`config.mk`:
```
export PLATFORM = sky130hd
export DESIGN_NAME = tlb_multisize
export DESIGN_NICKNAME = d
export VERILOG_FILES = /design/src/rtl/tlbm_pkg.sv /design/src/rtl/tlbm_slot.sv /design/src/rtl/tlbm_rr.sv /design/src/rtl/tlbm_pick.sv /design/src/rtl/tlb_multisize.sv
export SDC_FILE = /design/constraint.sdc
export NUM_CORES = 2
export LEC_CHECK = 0
export BUFFER_PORTS_ARGS = -buffer_cell sky130_fd_sc_hd__buf_4
export CORE_MARGIN = 1
export CORE_UTILIZATION = 40
export CTS_CLUSTER_SIZE = 28
export DETAILED_ROUTE_END_ITERATION = 6
export HOLD_SLACK_MARGIN = 0.12
export PLACE_DENSITY_LB_ADDON = 0.12
export SLEW_MARGIN = 25
export SYNTH_ARGS = -nofsm -noshare
export SYNTH_HDL_FRONTEND = slang
export SYNTH_SLANG_ARGS = --single-unit
export TNS_END_PERCENT = 20
```
`constraint.sdc`:
```
create_clock -name clk_i -period 6.4 [get_ports clk_i]
set_input_delay 0.96 -clock clk_i [delete_from_list [all_inputs] [get_ports clk_i]]
set_output_delay 0.96 -clock clk_i [all_outputs]
set_load 0.01 [all_outputs]
```
`src/rtl/tlbm_pkg.sv`:
```
package tlbm_pkg;
  localparam int ADDR_W = 32;
  localparam int PG_SHIFT = 12;
  localparam int VPN_W = ADDR_W - PG_SHIFT;

  typedef enum logic [1:0] {
    RGN_4K  = 2'd0,
    RGN_64K = 2'd1,
    RGN_1M  = 2'd2,
    RGN_RSV = 2'd3
  } rgn_e;

  // bits of the page number that take part in the tag compare
  function automatic logic [VPN_W-1:0] keep_mask(input rgn_e r);
    case (r)
      RGN_64K: keep_mask = {{(VPN_W-4){1'b1}}, 4'h0};
      RGN_1M:  keep_mask = {{(VPN_W-8){1'b1}}, 8'h00};
      default: keep_mask = {VPN_W{1'b1}};
    endcase
  endfunction

  function automatic logic vpn_match(input logic [VPN_W-1:0] a,
                                     input logic [VPN_W-1:0] b,
                                     input rgn_e r);
    vpn_match = ((a ^ b) & keep_mask(r)) == '0;
  endfunction

  function automatic logic [ADDR_W-1:0] join_pa(input logic [VPN_W-1:0] pfn,
                                                input logic [ADDR_W-1:0] va,
                                                input rgn_e r);
    logic [VPN_W-1:0] k;
    k = keep_mask(r);
    join_pa = {(pfn & k) | (va[ADDR_W-1:PG_SHIFT] & ~k), va[PG_SHIFT-1:0]};
  endfunction
endpackage

```
`src/rtl/tlbm_slot.sv`:
```
module tlbm_slot
  import tlbm_pkg::*;
#(
  parameter int PERM_W = 4,
  parameter bit FLUSH_ONE_EN = 1'b1
) (
  input  logic              clk_i,
  input  logic              rst_ni,
  input  logic              wr_i,
  input  logic [VPN_W-1:0]  wr_vpn_i,
  input  logic [VPN_W-1:0]  wr_pfn_i,
  input  logic [1:0]        wr_rgn_i,
  input  logic [PERM_W-1:0] wr_perm_i,
  input  logic              fl_all_i,
  input  logic              fl_one_i,
  input  logic [VPN_W-1:0]  fl_vpn_i,
  input  logic [VPN_W-1:0]  lk_vpn_i,
  output logic              valid_o,
  output logic              match_o,
  output logic [VPN_W-1:0]  pfn_o,
  output logic [1:0]        rgn_o,
  output logic [PERM_W-1:0] perm_o
);
  logic              valid_q;
  logic [VPN_W-1:0]  vpn_q;
  logic [VPN_W-1:0]  pfn_q;
  logic [1:0]        rgn_q;
  logic [PERM_W-1:0] perm_q;
  logic              fl_hit;
  logic              drop;

  generate
    if (FLUSH_ONE_EN) begin : g_fl_one
      assign fl_hit = fl_one_i & valid_q & vpn_match(fl_vpn_i, vpn_q, rgn_e'(rgn_q));
    end else begin : g_no_fl_one
      assign fl_hit = 1'b0;
    end
  endgenerate

  assign drop = fl_all_i | fl_hit;

  always_ff @(posedge clk_i) begin
    if (!rst_ni) valid_q <= 1'b0;
    else if (wr_i) valid_q <= 1'b1;
    else if (drop) valid_q <= 1'b0;
  end

  always_ff @(posedge clk_i) begin
    if (wr_i) begin
      vpn_q  <= wr_vpn_i;
      pfn_q  <= wr_pfn_i;
      rgn_q  <= wr_rgn_i;
      perm_q <= wr_perm_i;
    end
  end

  assign valid_o = valid_q;
  assign match_o = valid_q & vpn_match(lk_vpn_i, vpn_q, rgn_e'(rgn_q));
  assign pfn_o   = pfn_q;
  assign rgn_o   = rgn_q;
  assign perm_o  = perm_q;


  flush_all_chk: assert property (@(posedge clk_i) disable iff (!rst_ni)
    fl_all_i && !wr_i |=> !valid_o);

  flush_one_chk: assert property (@(posedge clk_i) disable iff (!rst_ni)
    fl_hit && !wr_i |=> !valid_o);

  refill_wins_chk: assert property (@(posedge clk_i) disable iff (!rst_ni)
    wr_i |=> valid_o);
endmodule

```
`src/rtl/tlbm_rr.sv`:
```
module tlbm_rr #(
  parameter int ENTRIES = 32,
  localparam int PTR_W = $clog2(ENTRIES)
) (
  input  logic               clk_i,
  input  logic               rst_ni,
  input  logic               adv_i,
  output logic [PTR_W-1:0]   ptr_o,
  output logic [ENTRIES-1:0] sel_o
);
  localparam logic [PTR_W-1:0] LAST = PTR_W'(ENTRIES - 1);
  logic [PTR_W-1:0] ptr_q;
  logic             at_last;

  assign at_last = ptr_q == LAST;

  always_ff @(posedge clk_i) begin
    if (!rst_ni) ptr_q <= '0;
    else if (adv_i) ptr_q <= at_last ? '0 : ptr_q + 1'b1;
  end

  genvar g;
  generate
    for (g = 0; g < ENTRIES; g++) begin : g_sel
      assign sel_o[g] = ptr_q == PTR_W'(g);
    end
  endgenerate

  assign ptr_o = ptr_q;


  ptr_wrap_chk: assert property (@(posedge clk_i) disable iff (!rst_ni)
    adv_i && at_last |=> ptr_o == '0);

  ptr_hold_chk: assert property (@(posedge clk_i) disable iff (!rst_ni)
    !adv_i |=> $stable(ptr_o));
endmodule

```
`src/rtl/tlbm_pick.sv`:
```
module tlbm_pick
  import tlbm_pkg::*;
#(
  parameter int ENTRIES = 32,
  parameter int PERM_W = 4,
  localparam int IDX_W = $clog2(ENTRIES)
) (
  input  logic [ENTRIES-1:0]             match_i,
  input  logic [ENTRIES-1:0][VPN_W-1:0]  pfn_i,
  input  logic [ENTRIES-1:0][1:0]        rgn_i,
  input  logic [ENTRIES-1:0][PERM_W-1:0] perm_i,
  output logic                           any_o,
  output logic [IDX_W-1:0]               idx_o,
  output logic [VPN_W-1:0]               pfn_o,
  output logic [1:0]                     rgn_o,
  output logic [PERM_W-1:0]              perm_o
);
  // lowest index wins: scan from the top so the lowest match is written last
  always_comb begin
    any_o = 1'b0;
    idx_o = '0;
    for (int i = ENTRIES - 1; i >= 0; i--) begin
      if (match_i[i]) begin
        any_o = 1'b1;
        idx_o = IDX_W'(i);
      end
    end
    pfn_o  = pfn_i[idx_o];
    rgn_o  = rgn_i[idx_o];
    perm_o = perm_i[idx_o];
  end
endmodule

```
`src/rtl/tlb_multisize.sv`:
```
module tlb_multisize
  import tlbm_pkg::*;
#(
  parameter int ENTRIES = 32,
  parameter int PERM_W = 4,
  parameter bit FLUSH_ONE_EN = 1'b1
) (
  input  logic              clk_i,
  input  logic              rst_ni,
  input  logic              lk_req_i,
  input  logic [31:0]       lk_va_i,
  output logic              lk_rsp_o,
  output logic              lk_hit_o,
  output logic [31:0]       lk_pa_o,
  output logic [PERM_W-1:0] lk_perm_o,
  input  logic              rf_we_i,
  input  logic [31:0]       rf_va_i,
  input  logic [31:0]       rf_pa_i,
  input  logic [1:0]        rf_rgn_i,
  input  logic [PERM_W-1:0] rf_perm_i,
  input  logic              fl_all_i,
  input  logic              fl_one_i,
  input  logic [31:0]       fl_va_i
);
  localparam int IDX_W = $clog2(ENTRIES);

  logic [ENTRIES-1:0]             valid_v;
  logic [ENTRIES-1:0]             match_v;
  logic [ENTRIES-1:0]             rr_sel;
  logic [ENTRIES-1:0][VPN_W-1:0]  pfn_a;
  logic [ENTRIES-1:0][1:0]        rgn_a;
  logic [ENTRIES-1:0][PERM_W-1:0] perm_a;
  logic [IDX_W-1:0]               rr_ptr;
  logic                           pick_any;
  logic [IDX_W-1:0]               pick_idx;
  logic [VPN_W-1:0]               pick_pfn;
  logic [1:0]                     pick_rgn;
  logic [PERM_W-1:0]              pick_perm;
  logic                           lk_take_hit;

  tlbm_rr #(.ENTRIES(ENTRIES)) rr_i (
    .clk_i (clk_i),
    .rst_ni(rst_ni),
    .adv_i (rf_we_i),
    .ptr_o (rr_ptr),
    .sel_o (rr_sel)
  );

  genvar g;
  generate
    for (g = 0; g < ENTRIES; g++) begin : g_slot
      tlbm_slot #(.PERM_W(PERM_W), .FLUSH_ONE_EN(FLUSH_ONE_EN)) slot_i (
        .clk_i    (clk_i),
        .rst_ni   (rst_ni),
        .wr_i     (rf_we_i & rr_sel[g]),
        .wr_vpn_i (rf_va_i[31:PG_SHIFT]),
        .wr_pfn_i (rf_pa_i[31:PG_SHIFT]),
        .wr_rgn_i (rf_rgn_i),
        .wr_perm_i(rf_perm_i),
        .fl_all_i (fl_all_i),
        .fl_one_i (fl_one_i),
        .fl_vpn_i (fl_va_i[31:PG_SHIFT]),
        .lk_vpn_i (lk_va_i[31:PG_SHIFT]),
        .valid_o  (valid_v[g]),
        .match_o  (match_v[g]),
        .pfn_o    (pfn_a[g]),
        .rgn_o    (rgn_a[g]),
        .perm_o   (perm_a[g])
      );
    end
  endgenerate

  tlbm_pick #(.ENTRIES(ENTRIES), .PERM_W(PERM_W)) pick_i (
    .match_i(match_v),
    .pfn_i  (pfn_a),
    .rgn_i  (rgn_a),
    .perm_i (perm_a),
    .any_o  (pick_any),
    .idx_o  (pick_idx),
    .pfn_o  (pick_pfn),
    .rgn_o  (pick_rgn),
    .perm_o (pick_perm)
  );

  assign lk_take_hit = lk_req_i & pick_any;

  always_ff @(posedge clk_i) begin
    if (!rst_ni) begin
      lk_rsp_o  <= 1'b0;
      lk_hit_o  <= 1'b0;
      lk_pa_o   <= '0;
      lk_perm_o <= '0;
    end else begin
      lk_rsp_o  <= lk_req_i;
      lk_hit_o  <= lk_take_hit;
      lk_pa_o   <= lk_take_hit ? join_pa(pick_pfn, lk_va_i, rgn_e'(pick_rgn)) : '0;
      lk_perm_o <= lk_take_hit ? pick_perm : '0;
    end
  end


  rsp_follow_chk: assert property (@(posedge clk_i) disable iff (!rst_ni)
    lk_req_i |=> lk_rsp_o);

  hit_needs_rsp_chk: assert property (@(posedge clk_i) disable iff (!rst_ni)
    !lk_rsp_o |-> !lk_hit_o);

  pick_sel_chk: assert property (@(posedge clk_i) disable iff (!rst_ni)
    pick_any |-> match_v[pick_idx]);

  refill_valid_chk: assert property (@(posedge clk_i) disable iff (!rst_ni)
    rf_we_i |=> valid_v[$past(rr_ptr)]);

  generate
    if (!FLUSH_ONE_EN) begin : g_ro_chk

      ro_flush_ignored_chk: assert property (@(posedge clk_i) disable iff (!rst_ni)
        fl_one_i && !fl_all_i && !rf_we_i |=> valid_v == $past(valid_v));
    end
  endgenerate
endmodule

```
# ---- Word-level counts from Yosys, hierarchy flattened
# Cells that the tools add are included.
dict set report word_totals {
  mem_bits_ro 0
  in_bits 140
  elab_cells 824
  mem_bits_rw 0
  latch_bits 0
  memories 0
  output_inout_bits 38
  reg_bits 1547
}
dict set report op_classes {
  add_sub_neg 1
  eq_ne 97
  n_reduce_logical 98
  multipliers 0
  div_mod_pow 0
  n_lt_le_gt_ge 1
  mux 169
  n_bitwise 293
  shift 0
}
# cell count
set ops {}
lappend ops {{$and 20x20->20} 66}
lappend ops {{$logic_not 20->1} 64}
lappend ops {{$xor 20x20->20} 64}
lappend ops {{$pmux 8 s2} 33}
lappend ops {{$mux 5} 33}
lappend ops {{$and 1x1->1} 129}
lappend ops {{$bmux 20 s5} 1}
lappend ops {{$mux 1} 96}
lappend ops {{$eq 5x5->1 const B} 16}
lappend ops {{$eq 2x1->1 const B} 33}
lappend ops {{$eq 2x2->1 const B} 33}
lappend ops {{$reduce_bool 2->1} 32}
lappend ops {{$eq 5x4->1 const B} 8}
lappend ops {{$mux 20} 2}
lappend ops {{$or 1x1->1} 32}
lappend ops {{$bmux 4 s5} 1}
lappend ops {{$eq 5x3->1 const B} 4}
lappend ops {{$not 20->20} 1}
lappend ops {{$or 20x20->20} 1}
lappend ops {{$bmux 2 s5} 1}
lappend ops {{$eq 5x2->1 const B} 2}
lappend ops {{$lt 5x6->1 const B} 1}
lappend ops {{$add 5x1->5 const B} 1}
lappend ops {{$eq 5x1->1 const B} 1}
lappend ops {{4 further kinds} 4}

# ---- Longest topological paths before layout
dict set report depth {
  word_depth 45
  mapped_depth 25
  depth_no_buf 18
}

# ---- By module
# From an unflattened synthesis, not the netlist that was laid out.
dict set report hier_totals {
  hier_cells 5118
  hier_area_um2 70629.0
}
# module seq_area_each_um2 n_inst area_each_um2 cells_per_inst
set modules_own_cells {}
lappend modules_own_cells {tlbm_slot 1401.3 32 1888.1 106}
lappend modules_own_cells {tlbm_pick 0.0 1 8339.2 1519}
lappend modules_own_cells {tlb_multisize 760.7 1 1336.3 127}
lappend modules_own_cells {tlbm_rr 100.1 1 535.5 80}

# ---- Least setup slack after synthesis
# Ideal clock, no wire load.
dict set report synth_path {
  path_kind {input port to flip-flop}
  start {input port lk_va_i[14]}
  end {register lk_pa_o[15]}
  slack_ns 1.442
  n_path_buf 5
  path_stages 20
  arrival_ns 4.882
  cell_sequence {buf_2 -> buf_4 -> buf_4 -> buf_4 -> xnor2_1 -> nand4_1 -> a21oi_1 -> nand2_1 -> a311oi_1 -> o21a_1 -> o21ai_0 -> a211oi_1 -> buf_2 -> mux2_2 -> o211ai_1 -> nand3_1 -> o21a_1 -> ha_1 -> nand2b_1 -> a21boi_0}
}
dict set report synth_between {
  elab_chain_cells 44
}
# element line
set synth_rtl {}
lappend synth_rtl {{start, declared} tlb_multisize.sv:11} ;# input logic [31:0] lk_va_i,
lappend synth_rtl {{$xor 20x20->20} tlbm_pkg.sv:25} ;# vpn_match = ((a ^ b) & keep_mask(r)) == '0;
lappend synth_rtl {{$and 20x20->20} tlbm_pkg.sv:25}
lappend synth_rtl {{$logic_not 20->1} tlbm_pkg.sv:25}
lappend synth_rtl {{$and 1x1->1} tlbm_slot.sv:58} ;# assign match_o = valid_q & vpn_match(lk_vpn_i, vpn_q, rgn_e'(rgn_q));
lappend synth_rtl {{$mux 5 (32 in series)} tlbm_pick.sv:23} ;# if (match_i[i]) begin
lappend synth_rtl {{$bmux 2 s5} tlbm_pick.sv:29} ;# rgn_o = rgn_i[idx_o];
lappend synth_rtl {{$mux 2 (not written as such)} tlbm_pick.sv:29}
lappend synth_rtl {{$eq 2x2->1 or $eq 2x1->1 (tied branches)} tlbm_pkg.sv:15} ;# case (r)
lappend synth_rtl {{$pmux 8 s2} tlbm_pkg.sv:15}
lappend synth_rtl {{$mux 20} tlb_multisize.sv:88} ;# if (!rst_ni) begin
lappend synth_rtl {{$not 20->20} tlbm_pkg.sv:33} ;# join_pa = {(pfn & k) | (va[ADDR_W-1:PG_SHIFT] & ~k), va[PG_SHIFT-1:0]};
lappend synth_rtl {{$and 20x20->20} tlbm_pkg.sv:33}
lappend synth_rtl {{$or 20x20->20} tlbm_pkg.sv:33}
lappend synth_rtl {{end signal, assigned} tlb_multisize.sv:96} ;# lk_pa_o <= lk_take_hit ? join_pa(pick_pfn, lk_va_i, rgn_e'(pick_rgn)) : '0;
lappend synth_rtl {{end, declared} tlb_multisize.sv:14} ;# output logic [31:0] lk_pa_o,
# Parallel ways exist; a longest one is shown, timed or not. The select of a mux whose other input is x is not followed.
# A chain may end at the register's enable or synchronous reset.

# ---- Worst setup path after layout
dict set report layout_path {
  start {input port lk_va_i[19]}
  end {register lk_pa_o[15]}
}
# Same word-level chain as after synthesis.

==> flow_metrics.tcl <==
set metrics [dict create \
    synth.distinct_cells 82 \
    drive_above_1_share_pct 16.2 \
    slew_viol_final 0 \
    cp-start-kind "input pin" \
    synth_area_per_cell_um2 14.4 \
    cts_buffers 171 \
    root_buffer "clkbuf_16" \
    post_cts_buffers 0 \
    max_freq_ghz 0.185 \
    hold_viol_final 0 \
    fin_nets 5534 \
    status "finished with violations" \
    wl_per_cell_um 31.7 \
    gp_congestion 0.962 \
    overflow 0 \
    first_iter_violations 4574 \
    power_density_nw_per_um2 268 \
    cts_buffer_depth 3 \
    core_um2 179000 \
    io_pins 178 \
    total_power_uw 22400 \
    power_leakage_uw 0.0267 \
    yosys_register_bits 1547 \
    antenna_found_initial 5 \
    seqCellArea_um2 45700 \
    setup.worst_path.end "lk_pa_o[15]" \
    drtAntennaViolNets 0 \
    grt_pass1_wl_um 341000 \
    holdBufCountCts 0 \
    synth_edf_count 1472 \
    cp-startpoint "lk_va_i[19]" \
    cts.sink_count 1547 \
    area_growth_pct 15.4 \
    multiInputGateArea_um2 25300 \
    ys_seq_area_share_pct 63.2 \
    start_util_pct 40.4 \
    worst_ep_required_time_ns 7.15 \
    grt_max_degree 52 \
    ir_drop_v 0.000247 \
    skew_ns 0.0683 \
    async_flop_share_pct 0 \
    cts_tree "built" \
    setup-tns-final_ns 0 \
    drt_drc_violations_left 5 \
    dominantRegCellSynth "edfxtp_1" \
    end_kind "register" \
    setup_violations 0 \
    finalWirelength_um 249000 \
    hp-class "in -> reg" \
    die_h_um 427 \
    syn_area_um2 72400 \
    track_usage_pct 26.9 \
    ys_warn_count 0 \
    clk_pin_slew_ns 0.06 \
    rsz0062_at_grt "no" \
    violations "DRC" \
    route.vias.total 44900 \
    synth_fp_nets 5215 \
    fillers 15700 \
    rr_startpoint "g_slot[30].slot_i.vpn_q[3]" \
    crit_fanout 16 \
    drt_first_pass_iters 7 \
    worst_pin_slew_ns 1.11 \
    die_x_um 427 \
    dp_hpwl_um 153000 \
    antenna_cells 0 \
    relSlewSlack_pct 25.4 \
    reg2regPathDepth 19 \
    rr_endpoint "lk_pa_o[15]" \
    reg2reg_slack_ns 1.26 \
    grt_pass1_vias 44200 \
    final.period_utilization_pct 84.3 \
    critPathKind "in -> reg" \
    layout_min_cycle_time_ns 5.40 \
    cp_data_arrival_time_ns 6.14 \
    cts_resized 0 \
    maxCapViolCount 0 \
    syn-instance-count 5036 \
    port_buffers 141 \
    insertion_delay_ns 0.84 \
    via_per_inst 5.71 \
    row_count 155 \
    htree_levels 4 \
    dieArea_um2 183000 \
]
-- metrics by stage --
| stage | cells | hold slack, ns | util, % | cell area [µm²] | worst slack (ns) |
|---|---|---|---|---|---|
| after floorplan | 5036 | 0.551 | - | 72400 | 1.44 |
| after global placement | 7532 | 0.588 | 43.4 | 77700 | 0.216 |
| after detailed placement | 7537 | 0.597 | 43.5 | 77800 | 0.300 |
| after CTS | 7855 | 0.269 | 46.7 | 83500 | 1.16 |
| after global routing | 7855 | 0.295 | 46.7 | 83500 | 0.907 |
| final | 7855 | 0.330 | 46.7 | 83500 | 1.00 |
-- critical path: stages --
cell      delay (ns)
buf_4           0.39
buf_4           0.25
xor2_1          0.15
nor4_1          0.07
o21ai_0         0.44
buf_4           0.24
a2bb2o_1        0.37
or3_1           0.36
nor3_1          0.89
nand2b_1        0.31
and2_1          0.25
a32oi_1         0.12
a32oi_1         0.24
nand3_1         0.11
o21a_1          0.13
ha_1            0.44
nand2b_1        0.21
a21boi_0        0.17
-- sequential cells by signal, summed over array words and instances (netlist names) --
signal	cells
lk_hit_o	1
lk_perm_o	4
g_slot.slot_i.perm_o	128
lk_rsp_o	1
g_slot.slot_i.valid_o	32
g_slot.slot_i.rgn_o	64
g_slot.slot_i.pfn_o	640
rr_i.ptr_o	5
g_slot.slot_i.vpn_q	640
lk_pa_o	32
-- where the power goes --
| part | total, µW | internal (µW) | switching [µW] |
|---|---|---|---|
| clock | 9970 | 5720 | 4250 |
| sequential | 11200 | 11100 | 29.8 |
| combinational | 1260 | 397 | 868 |
| total | 22400 | 17300 | 5150 |
-- cell usage after synthesis, drive strengths merged (17+ instances only) --
cell | number | area [µm²]
buf | 207 | 1310
a2111oi | 36 | 315
nor3 | 32 | 171
a21oi | 92 | 460
xor2 | 348 | 3050
nor2 | 90 | 338
edfxtp | 1472 | 44200
o21a | 36 | 270
and2 | 40 | 250
a211oi | 28 | 215
o211ai | 32 | 240
dfxtp | 75 | 1500
a41oi | 55 | 482
ha | 39 | 488
inv | 40 | 150
xnor2 | 933 | 8170
o21ai | 74 | 370
nor2b | 17 | 106
a22oi | 27 | 203
a221oi | 27 | 243
nand3 | 94 | 470
nand4 | 244 | 1530
nor4 | 129 | 820
mux2 | 86 | 968
mux2i | 159 | 1590
clkbuf | 71 | 267
nand2 | 290 | 1090
nor3b | 33 | 248
a31oi | 17 | 113
mux4 | 68 | 1530
-- routing by layer --
layer  part of all wire [%]  GRT usage [%]  wire length (µm)  up-vias
met5                  0.017              0                43        -
met4                    4.4           11.4             11000        6
met3                    6.1           3.98             15200      386
met2                     48           44.5            120000     1683
met1                     41           35.1            103000    23200
li1                       -              -                 -    19600
-- cells by family (layout without fill, tap and decap cells) --
| family | Yosys count | count (layout) | synth area share [%] |
|---|---|---|---|
| buffers and inverters | 318 | 782 | 2.38 |
| AND/OR/NAND/NOR | 1024 | 1024 | 7.48 |
| flip-flops | 1547 | 1547 | 63.2 |
| adder cells (fa/ha/maj) | 39 | 39 | 0.674 |
| XOR/XNOR | 1281 | 1281 | 15.5 |
| AO/OA/AOI/OAI | 514 | 514 | 5.16 |
| multiplexers | 313 | 313 | 5.65 |
-- worst min-delay path by stage --
stage | cells past startpoint | start | slack (ns) | endpoint
4_1_cts | 2 | lk_va_i[2] | 0.27 | lk_pa_o[2]
2_1_floorplan | 2 | rr_i.ptr_o[2] | 0.55 | rr_i.ptr_o[2]
5_1_grt | 2 | lk_va_i[0] | 0.29 | lk_pa_o[0]
3_5_place_dp | 2 | rr_i.ptr_o[3] | 0.60 | rr_i.ptr_o[3]
6_report | 2 | lk_va_i[2] | 0.33 | lk_pa_o[2]
3_3_place_gp | 2 | rr_i.ptr_o[2] | 0.59 | rr_i.ptr_o[2]
-- cells in the final DEF, fill, tap and decap left out, types with 20 or more instances in the layout --
cell and n:
nand2_1 290, clkinv_2 31, clkbuf_16 172, clkinv_1 23, nor3b_1 33, buf_12 39, mux2_2 86, nor4_1 126
clkbuf_8 20, clkbuf_1 41, ha_1 39, mux4_2 68, a221oi_1 26, edfxtp_1 1472, xnor2_1 933, a211oi_1 26
o21ai_0 67, a2111oi_0 23, nor3_1 31, nand3_1 94, inv_1 40, nor2_4 30, xor2_1 348, dfxtp_1 75
o211ai_1 32, a41oi_1 55, a22oi_1 27, nor2_1 59, buf_4 380, nand4_1 244, o21a_1 36, mux2i_1 159
and2_1 37, a21oi_1 92
-- area by class of cell --
cell class              instances  share of cell area, %
inverters                      40                  0.180
multi-input cells            3171                   30.3
repair buffers                424                   4.48
clock inverters                85                   1.18
well taps                    2355                   3.53
clock buffers                 233                   5.67
flip-flops and latches       1547                   54.7
No activity file was read; power rests on OpenSTA's default activity.
